==> config.mk <==
export PLATFORM = sky130hd
export DESIGN_NAME = pwm_chan_top
export DESIGN_NICKNAME = d
export VERILOG_FILES = /design/src/rtl/pwm_chan_pkg.sv /design/src/rtl/pwm_regs.sv /design/src/rtl/pwm_shadow.sv /design/src/rtl/pwm_prescale.sv /design/src/rtl/pwm_core.sv /design/src/rtl/pwm_chan_top.sv
export SDC_FILE = /design/constraint.sdc
export NUM_CORES = 1
export LEC_CHECK = 0
export BUFFER_PORTS_ARGS = -buffer_cell sky130_fd_sc_hd__buf_2
export CAP_MARGIN = 5
export CORE_MARGIN = 2
export CORE_UTILIZATION = 55
export DETAILED_ROUTE_END_ITERATION = 6
export PLACE_DENSITY_LB_ADDON = 0.15
export SLEW_MARGIN = 20
export SYNTH_ARGS = -nofsm -noshare
export SYNTH_HDL_FRONTEND = slang
export SYNTH_SLANG_ARGS = --single-unit
==> constraint.sdc <==
create_clock -name clk -period 3.5 [get_ports clk]
set_input_delay 0.175 -clock clk [delete_from_list [all_inputs] [get_ports clk]]
set_output_delay 0.175 -clock clk [all_outputs]
set_load 0.02 [all_outputs]
==> src/rtl/pwm_chan_pkg.sv <==
package pwm_chan_pkg;

    localparam int DATA_W     = 32;
    localparam int CNT_W_DEF  = 16;
    localparam int ADDR_W     = 4;
    localparam int PS_W       = 3;
    localparam int PS_LSB     = 16;
    localparam int USED_TOP   = PS_LSB + PS_W;

    // word index within the window (bus_addr[3:2])
    localparam logic [1:0] WIDX_COUNT  = 2'd0;
    localparam logic [1:0] WIDX_PERIOD = 2'd1;
    localparam logic [1:0] WIDX_DUTY   = 2'd2;
    localparam logic [1:0] WIDX_CTRL   = 2'd3;

    // control word bit positions
    localparam int B_EN   = 0;
    localparam int B_CONT = 1;
    localparam int B_POL  = 3;
    localparam int B_IDLE = 4;
    localparam int B_CEN  = 5;

    typedef struct packed {
        logic [PS_W-1:0] presc;
        logic            center;
        logic            idle_lvl;
        logic            act_pol;
        logic            cont;
        logic            en;
    } ctrl_t;

    typedef enum logic {
        DIR_UP   = 1'b0,
        DIR_DOWN = 1'b1
    } dir_t;

    function automatic logic [DATA_W-1:0] ctrl_to_word(input ctrl_t c);
        logic [DATA_W-1:0] w;
        w = '0;
        w[B_EN]              = c.en;
        w[B_CONT]            = c.cont;
        w[B_POL]             = c.act_pol;
        w[B_IDLE]            = c.idle_lvl;
        w[B_CEN]             = c.center;
        w[PS_LSB +: PS_W]    = c.presc;
        return w;
    endfunction

    function automatic logic drive_level(input logic active, input ctrl_t c);
        if (!c.en)
            return c.idle_lvl;
        return active ? c.act_pol : ~c.act_pol;
    endfunction

endpackage

==> src/rtl/pwm_regs.sv <==
module pwm_regs
    import pwm_chan_pkg::*;
#(
    parameter int CNT_W = CNT_W_DEF
) (
    input  logic              clk,
    input  logic              rst,
    input  logic              wr_en,
    input  logic [1:0]        word_idx,
    input  logic [DATA_W-1:0] wr_data,
    input  logic              stop_req,
    input  logic [CNT_W-1:0]  cnt,
    output ctrl_t             ctrl,
    output logic [CNT_W-1:0]  period_w,
    output logic [CNT_W-1:0]  duty_w,
    output logic              cnt_ld,
    output logic [CNT_W-1:0]  cnt_ld_val,
    output logic [DATA_W-1:0] rd_data
);

    logic wr_ctrl;
    logic unused_hi;

    assign wr_ctrl    = wr_en && (word_idx == WIDX_CTRL);
    assign cnt_ld     = wr_en && (word_idx == WIDX_COUNT);
    assign cnt_ld_val = wr_data[CNT_W-1:0];
    assign unused_hi  = ^wr_data[DATA_W-1:USED_TOP];

    always_ff @(posedge clk) begin
        if (rst) begin
            period_w <= '0;
            duty_w   <= '0;
        end else if (wr_en) begin
            if (word_idx == WIDX_PERIOD) period_w <= wr_data[CNT_W-1:0];
            if (word_idx == WIDX_DUTY)   duty_w   <= wr_data[CNT_W-1:0];
        end
    end

    // a software write to control wins over the one-shot self-clear
    always_ff @(posedge clk) begin
        if (rst) begin
            ctrl <= '0;
        end else if (wr_ctrl) begin
            ctrl.en       <= wr_data[B_EN];
            ctrl.cont     <= wr_data[B_CONT];
            ctrl.act_pol  <= wr_data[B_POL];
            ctrl.idle_lvl <= wr_data[B_IDLE];
            ctrl.center   <= wr_data[B_CEN];
            ctrl.presc    <= wr_data[PS_LSB +: PS_W];
        end else if (stop_req) begin
            ctrl.en <= 1'b0;
        end
    end

    always_comb begin
        rd_data = '0;
        case (word_idx)
            WIDX_COUNT:  rd_data[CNT_W-1:0] = cnt;
            WIDX_PERIOD: rd_data[CNT_W-1:0] = period_w;
            WIDX_DUTY:   rd_data[CNT_W-1:0] = duty_w;
            default:     rd_data = ctrl_to_word(ctrl);
        endcase
    end

endmodule

==> src/rtl/pwm_shadow.sv <==
module pwm_shadow
    import pwm_chan_pkg::*;
#(
    parameter int CNT_W = CNT_W_DEF
) (
    input  logic             clk,
    input  logic             rst,
    input  logic             en,
    input  logic             boundary,
    input  logic [CNT_W-1:0] period_w,
    input  logic [CNT_W-1:0] duty_w,
    output logic [CNT_W-1:0] per_act,
    output logic [CNT_W-1:0] duty_act
);

    localparam logic [CNT_W-1:0] ONE = CNT_W'(1);

    logic [CNT_W-1:0] per_clamped;

    assign per_clamped = (period_w == '0) ? ONE : period_w;

    always_ff @(posedge clk) begin
        if (rst) begin
            per_act  <= ONE;
            duty_act <= '0;
        end else if (!en || boundary) begin
            per_act  <= per_clamped;
            duty_act <= duty_w;
        end
    end

endmodule

==> src/rtl/pwm_prescale.sv <==
module pwm_prescale
    import pwm_chan_pkg::*;
#(
    parameter int W = PS_W
) (
    input  logic         clk,
    input  logic         rst,
    input  logic         en,
    input  logic [W-1:0] presc,
    output logic         tick
);

    logic [W-1:0] div_q;

    assign tick = en && (div_q >= presc);

    always_ff @(posedge clk) begin
        if (rst || !en || tick)
            div_q <= '0;
        else
            div_q <= div_q + 1'b1;
    end

endmodule

==> src/rtl/pwm_core.sv <==
module pwm_core
    import pwm_chan_pkg::*;
#(
    parameter int CNT_W = CNT_W_DEF
) (
    input  logic             clk,
    input  logic             rst,
    input  ctrl_t            ctrl,
    input  logic             tick,
    input  logic [CNT_W-1:0] per_act,
    input  logic [CNT_W-1:0] duty_act,
    input  logic             cnt_ld,
    input  logic [CNT_W-1:0] cnt_ld_val,
    output logic [CNT_W-1:0] cnt,
    output logic             boundary,
    output logic             pwm_out
);

    dir_t             dir;
    logic [CNT_W-1:0] top_val;
    logic             at_top;
    logic             step;
    logic             active;
    logic [CNT_W:0]   ctr_sum;

    assign top_val = per_act - 1'b1;
    assign at_top  = (cnt >= top_val);
    assign step    = ctrl.en && tick;

    generate
        if (CNT_W > 0) begin : g_bound
            always_comb begin
                if (ctrl.center)
                    boundary = step && (dir == DIR_DOWN) && (cnt == '0);
                else
                    boundary = step && at_top;
            end
        end
    endgenerate

    always_ff @(posedge clk) begin
        if (rst) begin
            cnt <= '0;
            dir <= DIR_UP;
        end else if (cnt_ld) begin
            cnt <= cnt_ld_val;
            dir <= DIR_UP;
        end else if (step) begin
            if (!ctrl.center) begin
                cnt <= at_top ? '0 : cnt + 1'b1;
                dir <= DIR_UP;
            end else if (dir == DIR_UP) begin
                if (at_top) dir <= DIR_DOWN;
                else        cnt <= cnt + 1'b1;
            end else begin
                if (cnt == '0) dir <= DIR_UP;
                else           cnt <= cnt - 1'b1;
            end
        end
    end

    assign ctr_sum = {1'b0, cnt} + {1'b0, duty_act};

    always_comb begin
        if (ctrl.center)
            active = (ctr_sum >= {1'b0, per_act});
        else
            active = (cnt < duty_act);
        pwm_out = drive_level(active, ctrl);
    end

endmodule

==> src/rtl/pwm_chan_top.sv <==
module pwm_chan_top
    import pwm_chan_pkg::*;
#(
    parameter int CNT_W = CNT_W_DEF
) (
    input  logic              clk,
    input  logic              rst,
    input  logic [ADDR_W-1:0] bus_addr,
    input  logic              bus_we,
    input  logic [DATA_W-1:0] bus_wdata,
    output logic [DATA_W-1:0] bus_rdata,
    output logic              pwm_out
);

    ctrl_t            ctrl_q;
    logic [CNT_W-1:0] period_w, duty_w, per_act, duty_act;
    logic [CNT_W-1:0] cnt, cnt_ld_val;
    logic             cnt_ld, tick, boundary, stop_req, ctrl_wr;
    logic [1:0]       word_idx;
    logic             unused_addr;

    assign word_idx    = bus_addr[3:2];
    assign unused_addr = ^bus_addr[1:0];
    assign stop_req    = boundary && !ctrl_q.cont;
    assign ctrl_wr     = bus_we && (word_idx == WIDX_CTRL);

    pwm_regs #(.CNT_W(CNT_W)) u_regs (
        .clk        (clk),
        .rst        (rst),
        .wr_en      (bus_we),
        .word_idx   (word_idx),
        .wr_data    (bus_wdata),
        .stop_req   (stop_req),
        .cnt        (cnt),
        .ctrl       (ctrl_q),
        .period_w   (period_w),
        .duty_w     (duty_w),
        .cnt_ld     (cnt_ld),
        .cnt_ld_val (cnt_ld_val),
        .rd_data    (bus_rdata)
    );

    pwm_shadow #(.CNT_W(CNT_W)) u_shadow (
        .clk      (clk),
        .rst      (rst),
        .en       (ctrl_q.en),
        .boundary (boundary),
        .period_w (period_w),
        .duty_w   (duty_w),
        .per_act  (per_act),
        .duty_act (duty_act)
    );

    pwm_prescale #(.W(PS_W)) u_presc (
        .clk   (clk),
        .rst   (rst),
        .en    (ctrl_q.en),
        .presc (ctrl_q.presc),
        .tick  (tick)
    );

    pwm_core #(.CNT_W(CNT_W)) u_core (
        .clk        (clk),
        .rst        (rst),
        .ctrl       (ctrl_q),
        .tick       (tick),
        .per_act    (per_act),
        .duty_act   (duty_act),
        .cnt_ld     (cnt_ld),
        .cnt_ld_val (cnt_ld_val),
        .cnt        (cnt),
        .boundary   (boundary),
        .pwm_out    (pwm_out)
    );

endmodule

After elaboration in Yosys (flattened, before gate mapping)

Index checks and enable logic that the tools add are counted.

Register bits after elaboration: 92
Input port bits: 39
Output and inout bits: 33

Add/sub/neg operators: 5
Order comparisons: 4
Equal/unequal tests: 5
Muxes and demuxes: 20
Bitwise gates (word level): 1
Reduce and logical (&&, ||, !) cells: 23

Operators by type and width:

| cell                                                                    | number |
|---|---|
| 16-bit two-way mux                                                      | 8 |
| 16-bit case mux with 3 select lines                                     | 1 |
| 16-bit logical NOT                                                      | 2 |
| 16-bit by 1-bit subtractor with 16-bit output, second input constant    | 2 |
| 16-bit by 16-bit adder with 17-bit output                               | 1 |
| 17-bit by 16-bit greater-or-equal comparator with 1-bit output          | 1 |
| 16-bit by 1-bit adder with 16-bit output, second input constant         | 1 |
| 16-bit greater-or-equal comparator                                      | 1 |
| 16-bit less-than comparator                                             | 1 |
| 1-bit two-way mux                                                       | 10 |
| 1-bit logical AND                                                       | 8 |
| 2-bit == test, second input constant                                    | 2 |
| 4-bit by 3-bit inequality test with 1-bit output, second input constant | 1 |
| 4-bit inequality test, second input constant                            | 1 |
| 2-bit AND reduction                                                     | 2 |
| 2-bit nonzero test                                                      | 2 |
| 3-bit by 1-bit adder with 3-bit output, second input constant           | 1 |
| 3-bit greater-or-equal comparator                                       | 1 |
| 1-bit logical OR                                                        | 3 |
| 3-bit two-way mux                                                       | 1 |
| 3-bit AND reduction                                                     | 1 |
| 3-bit OR reduction                                                      | 1 |
| 2-bit by 1-bit == test with 1-bit output, second input constant         | 1 |
| 1-bit logical NOT                                                       | 2 |
| other kinds (3)                                                         | 3 |

Longest topological paths before layout

Word-level depth: 9
Gate-level depth with buffers: 17
Depth with buffers taken out: 17

By module

Synthesis repeated with hierarchy kept, for this count alone.

Cell total of the unflattened synthesis: 917
Area, all modules: 7656.1 um2

By module, submodules not included:

| module       | times used | cells each | area each (um2) | sequential area each (um2) |
|---|---|---|---|---|
| pwm_core     | 1          | 525        | 3913.8          | 340.3 |
| pwm_regs     | 1          | 225        | 2326.0          | 800.8 |
| pwm_shadow   | 1          | 146        | 1188.6          | 640.6 |
| pwm_prescale | 1          | 20         | 214.0           | 60.1 |
| pwm_chan_top | 1          | 1          | 13.8            | 0.0 |

Worst setup path before layout

No wires, ideal clock.

Path type: reg2reg
From: register u_shadow.per_act[2]
To: register u_shadow.duty_act[0]
Arrival time: 3.664 ns
Path slack: -0.236 ns
Cell stages (with the launch flop): 18
Buffers on the path: 2
Period minus slack after synthesis: 3.736 ns
Path through: dfxtp_1 -> or3_1 -> nor3_1 -> nand2_1 -> nor4_1 -> nand2_1 -> nor4_1 -> xnor2_1 -> ha_1 -> a21oi_1 -> nor2b_1 -> o21ai_0 -> o2111ai_2 -> a21oi_1 -> o21a_1 -> buf_2 -> buf_4 -> mux2i_1

Cells in the longest elaborated chain, start to end: 5

Ends and longest elaborated chain:

| element                                       | RTL line         | source |
|---|---|---|
| from (decl)                                   | pwm_shadow.sv:12 | `output logic [CNT_W-1:0] per_act,` |
| from (signal assigned)                        | pwm_shadow.sv:27 | `per_act <= per_clamped;` |
| 16-bit by 1-bit subtractor with 16-bit output | pwm_core.sv:26   | `assign top_val = per_act - 1'b1;` |
| 16-bit greater-or-equal comparator            | pwm_core.sv:27   | `assign at_top = (cnt >= top_val);` |
| 1-bit logical AND                             | pwm_core.sv:36   | `boundary = step && at_top;` |
| 1-bit two-way mux                             | pwm_core.sv:33   | `if (ctrl.center)` |
| 1-bit logical OR                              | pwm_shadow.sv:26 | `end else if (!en \|\| boundary) begin` |
| to (signal assigned)                          | pwm_shadow.sv:28 | `duty_act <= duty_w;` |
| to (decl)                                     | pwm_shadow.sv:13 | `output logic [CNT_W-1:0] duty_act` |

No other way between the ends.
A chain may end at the register's enable or synchronous reset.

Worst setup path in the final report

From: register u_core.cnt[0]
To: output port pwm_out

Cells in the longest elaborated chain, start to end: 5
Elaborated cells on any way between the ends: 6
Those cells by class: 1 x add/sub; 2 x order compare; 3 x mux

Ends and longest elaborated chain:

| element                                                        | RTL line           | source |
|---|---|---|
| from (decl)                                                    | pwm_core.sv:14     | `output logic [CNT_W-1:0] cnt,` |
| from (signal assigned)                                         | pwm_core.sv:46     | `cnt <= cnt_ld_val;` |
| from (signal assigned)                                         | pwm_core.sv:50     | `cnt <= at_top ? '0 : cnt + 1'b1;` |
| from (signal assigned)                                         | pwm_core.sv:54     | `else cnt <= cnt + 1'b1;` |
| 16-bit by 16-bit adder with 17-bit output                      | pwm_core.sv:62     | `assign ctr_sum = {1'b0, cnt} + {1'b0, duty_act};` |
| 17-bit by 16-bit greater-or-equal comparator with 1-bit output | pwm_core.sv:66     | `active = (ctr_sum >= {1'b0, per_act});` |
| 1-bit two-way mux *                                            | pwm_core.sv:65     | `if (ctrl.center)` |
| 1-bit two-way mux * (2 in series)                              | pwm_chan_pkg.sv:52 | `return active ? c.act_pol : ~c.act_pol;` |
| to (decl)                                                      | pwm_chan_top.sv:12 | `output logic pwm_out` |

Mark *: on every way between the ends. The rest lies on a longest branch, timed or not.

==> out/results.ini <==
[status]
status = complete, but fails checks
violations = negative setup slack

[sta]
timing.fmax_mhz = 255
tns_ns = -5.58
drv_slew = 0
finalCritPeriodShare = 1.12
worst_slack_ns = -0.420
hold_violations = 0
rsz0062_at_grt = yes
maxSlewHeadroom = 0.443
holdWs_ns = 0.0779
worst_pin_slew_ns = 0.834
fin_skew_ns = 0.00591
setup_violations = 49
fin_crit_ns = 3.92

[clock_network]
cts_tree = built
cts.sinks = 92
cts_made_buffers = 9
insertion_delay_ns = 0.34
cts_hold_buf = 0
clk_pin_slew_ns = 0.06
htree_levels = 3
clock-root-buffer = clkbuf_16
cts.path.max_buffers = 2

[route]
routed_wl_um = 23600
avgViaCountPerCell = 5.97
drtPass1Iterations = 6
ant_nets = 0
vias = 7302
avgRoutedWirePerCell_um = 19.3
drt-initial-drc-count = 823
drc = 0

[logic_synthesis]
synthesis.area_mm2 = 0.00739
ys_warn_count = 0
seq_area_frac_synth = 0.249
syn_inst = 947
synth_flop_cell = dfxtp_1
synth_cell_types = 77
yosys_register_bits = 92
synth_async_sr_flop_share = 0
postSynthAreaPerCell_um2 = 7.80
synth_edf_count = 0

[setup_path]
path_class = flip-flop to output pin
start_kind = flip-flop
arrival_ns = 3.74
cp.required_ns = 3.32
cp_max_fo = 2
cp-end-kind = output pin

[die]
initial_utilization = 0.560
ios = 72
coreArea_mm2 = 0.0132
die_area_mm2 = 0.0144
die_w_um = 120
row_count = 42
die_h_um = 120

[cells_and_area]
finalInstanceArea_mm2 = 0.00911
area_growth_pct = 23.3
fin_nets = 1154
drive_above_1_share = 0.225
fillCellCount = 1090
n_antenna_cell = 0

[pwr]
power_density_mw_per_mm2 = 359
leakage_nw = 3.64
vdd_drop_max_mv = 0.291

[job]
maxCapViolCount = 0

[global_route]
grt_max_degree = 70
grt_pass1_wl_um = 35500
track_usage = 0.315
grt_pass1_vias = 6629
grt_overflow = 0
antenna_found_initial = 0

[placement]
place_congestion = 1.02
dp_hpwl_um = 16800
portBuffers = 43
dpl-instance-area_mm2 = 0.00820

[min_path]
hold_path_class = input port to flip-flop

==> what timing repair did <==
| item | 4_1_cts | 5_1_grt |
|---|---|---|
| gates cloned | 0 | 3 |
| gates resized for setup | 29 | 78 |
| pin swaps | 18 | 51 |
| buffers inserted | 0 | 9 |
| hold endpoints to repair | 0 | 0 |
| endpoints found under the setup margin | 51 | 51 |
==> sequential cells by signal (all words and copies together) (netlist names) <==
| register | count |
|---|---|
| u_shadow.per_act | 16 |
| u_shadow.duty_act | 16 |
| u_regs.ctrl | 8 |
| u_core.dir | 1 |
| u_presc.div_q | 3 |
| u_regs.period_w | 16 |
| u_regs.duty_w | 16 |
| u_core.cnt | 16 |
==> cells in the mapped netlist, drive strengths merged, types with 22 or more instances <==
library cell | n | area, um^2
nor3 | 22 | 110
nand2b | 73 | 457
a21oi | 69 | 349
nand3 | 28 | 145
nor2 | 52 | 203
buf | 23 | 173
clkbuf | 45 | 169
dfxtp | 92 | 1840
o21ai | 39 | 195
ha | 72 | 901
nand2 | 123 | 464
mux2i | 45 | 450
inv | 57 | 214
xnor2 | 27 | 236
==> path summary, 6_finish.rpt <==
path | startpoint | to | slack (ns) | cells after the start
hold / removal | bus_wdata[16] | u_regs.ctrl[5] | 0.08 | 3
setup / recovery | u_core.cnt[0] | pwm_out | -0.42 | 18
setup reg to reg | u_shadow.per_act[2] | u_core.cnt[3] | -0.16 | 16
hold reg to reg | u_presc.div_q[0] | u_presc.div_q[0] | 0.45 | 1
==> layout by cell type (no fill, tap or decap), drive strengths merged, types with 7 or more instances in the layout <==
cell / n
a211oi: 11
a21o: 10
a21oi: 69
a31oi: 9
and3: 13
buf: 138
clkbuf: 14
conb: 13
dfxtp: 92
ha: 72
inv: 57
mux2i: 45
nand2: 123
nand2b: 73
nand3: 28
nand3b: 8
nand4: 9
nor2: 52
nor2b: 7
nor3: 22
nor4: 10
o21ai: 39
o22ai: 8
xnor2: 27
xor2: 8
==> metal layers <==
layer | global-route usage | up-vias | share of wire
met5 | 0 | - | 0
met4 | 0.107 | 0 | 0.038
met3 | 0.0471 | 68 | 0.080
met2 | 0.477 | 343 | 0.45
met1 | 0.457 | 3416 | 0.44
li1 | - | 3475 | -
==> cells by family after synthesis <==
family / count (synthesis) / share of synthesized area
compound gates: 200 / 0.176
flops: 92 / 0.249
mux: 50 / 0.0762
fa+ha+maj: 73 / 0.125
simple gates: 371 / 0.257
buf+inv: 125 / 0.0752
other cells: 1 / 0.000507
xor+xnor: 35 / 0.0415
==> power by group <==
group | leakage [nW] | internal, W | switching [W]
Clock | 0.153 | 0.000645 | 0.000407
Combinational | 2.74 | 0.000484 | 0.000603
Sequential | 0.749 | 0.00108 | 0.0000462
Total | 3.64 | 0.00221 | 0.00106
==> worst max-delay path: stages, from the launching register on <==
cell       delay [ns]
dfxtp_2          0.35
ha_4             0.14
inv_2            0.03
fa_2             0.36
nor2_4           0.15
o311ai_4         0.10
a21oi_2          0.20
a211o_1          0.18
a31oi_1          0.08
o21ai_1          0.18
xnor2_1          0.14
ha_1             0.25
nor2b_1          0.13
o21ai_1          0.13
o2111a_1         0.21
o21ai_2          0.08
o2111ai_1        0.16
or3b_4           0.40
buf_6            0.14
==> cell type report <==
| type | count | area (um^2) | share of cell area |
|---|---|---|---|
| tap | 176 | 220 | 0.0242 |
| inverter | 57 | 214 | 0.0235 |
| timing repair buffer | 140 | 1070 | 0.117 |
| clock inverter | 4 | 72.6 | 0.00797 |
| multi-input combinational | 742 | 5440 | 0.597 |
| clock buffer | 12 | 246 | 0.0271 |
| sequential | 92 | 1850 | 0.203 |
==> through the flow <==
step | power (W) | instances | setup WS (ns) | utilization
floorplan | 0.00172 | 959 | 0.00519 | -
global placement | 0.00201 | 1195 | -0.340 | 0.622
detailed placement | 0.00202 | 1195 | -0.392 | 0.622
CTS | 0.00310 | 1211 | -0.513 | 0.655
global route | 0.00339 | 1223 | -0.631 | 0.691
finish | 0.00327 | 1223 | -0.420 | 0.691
(Power assumes the default switching activity.)
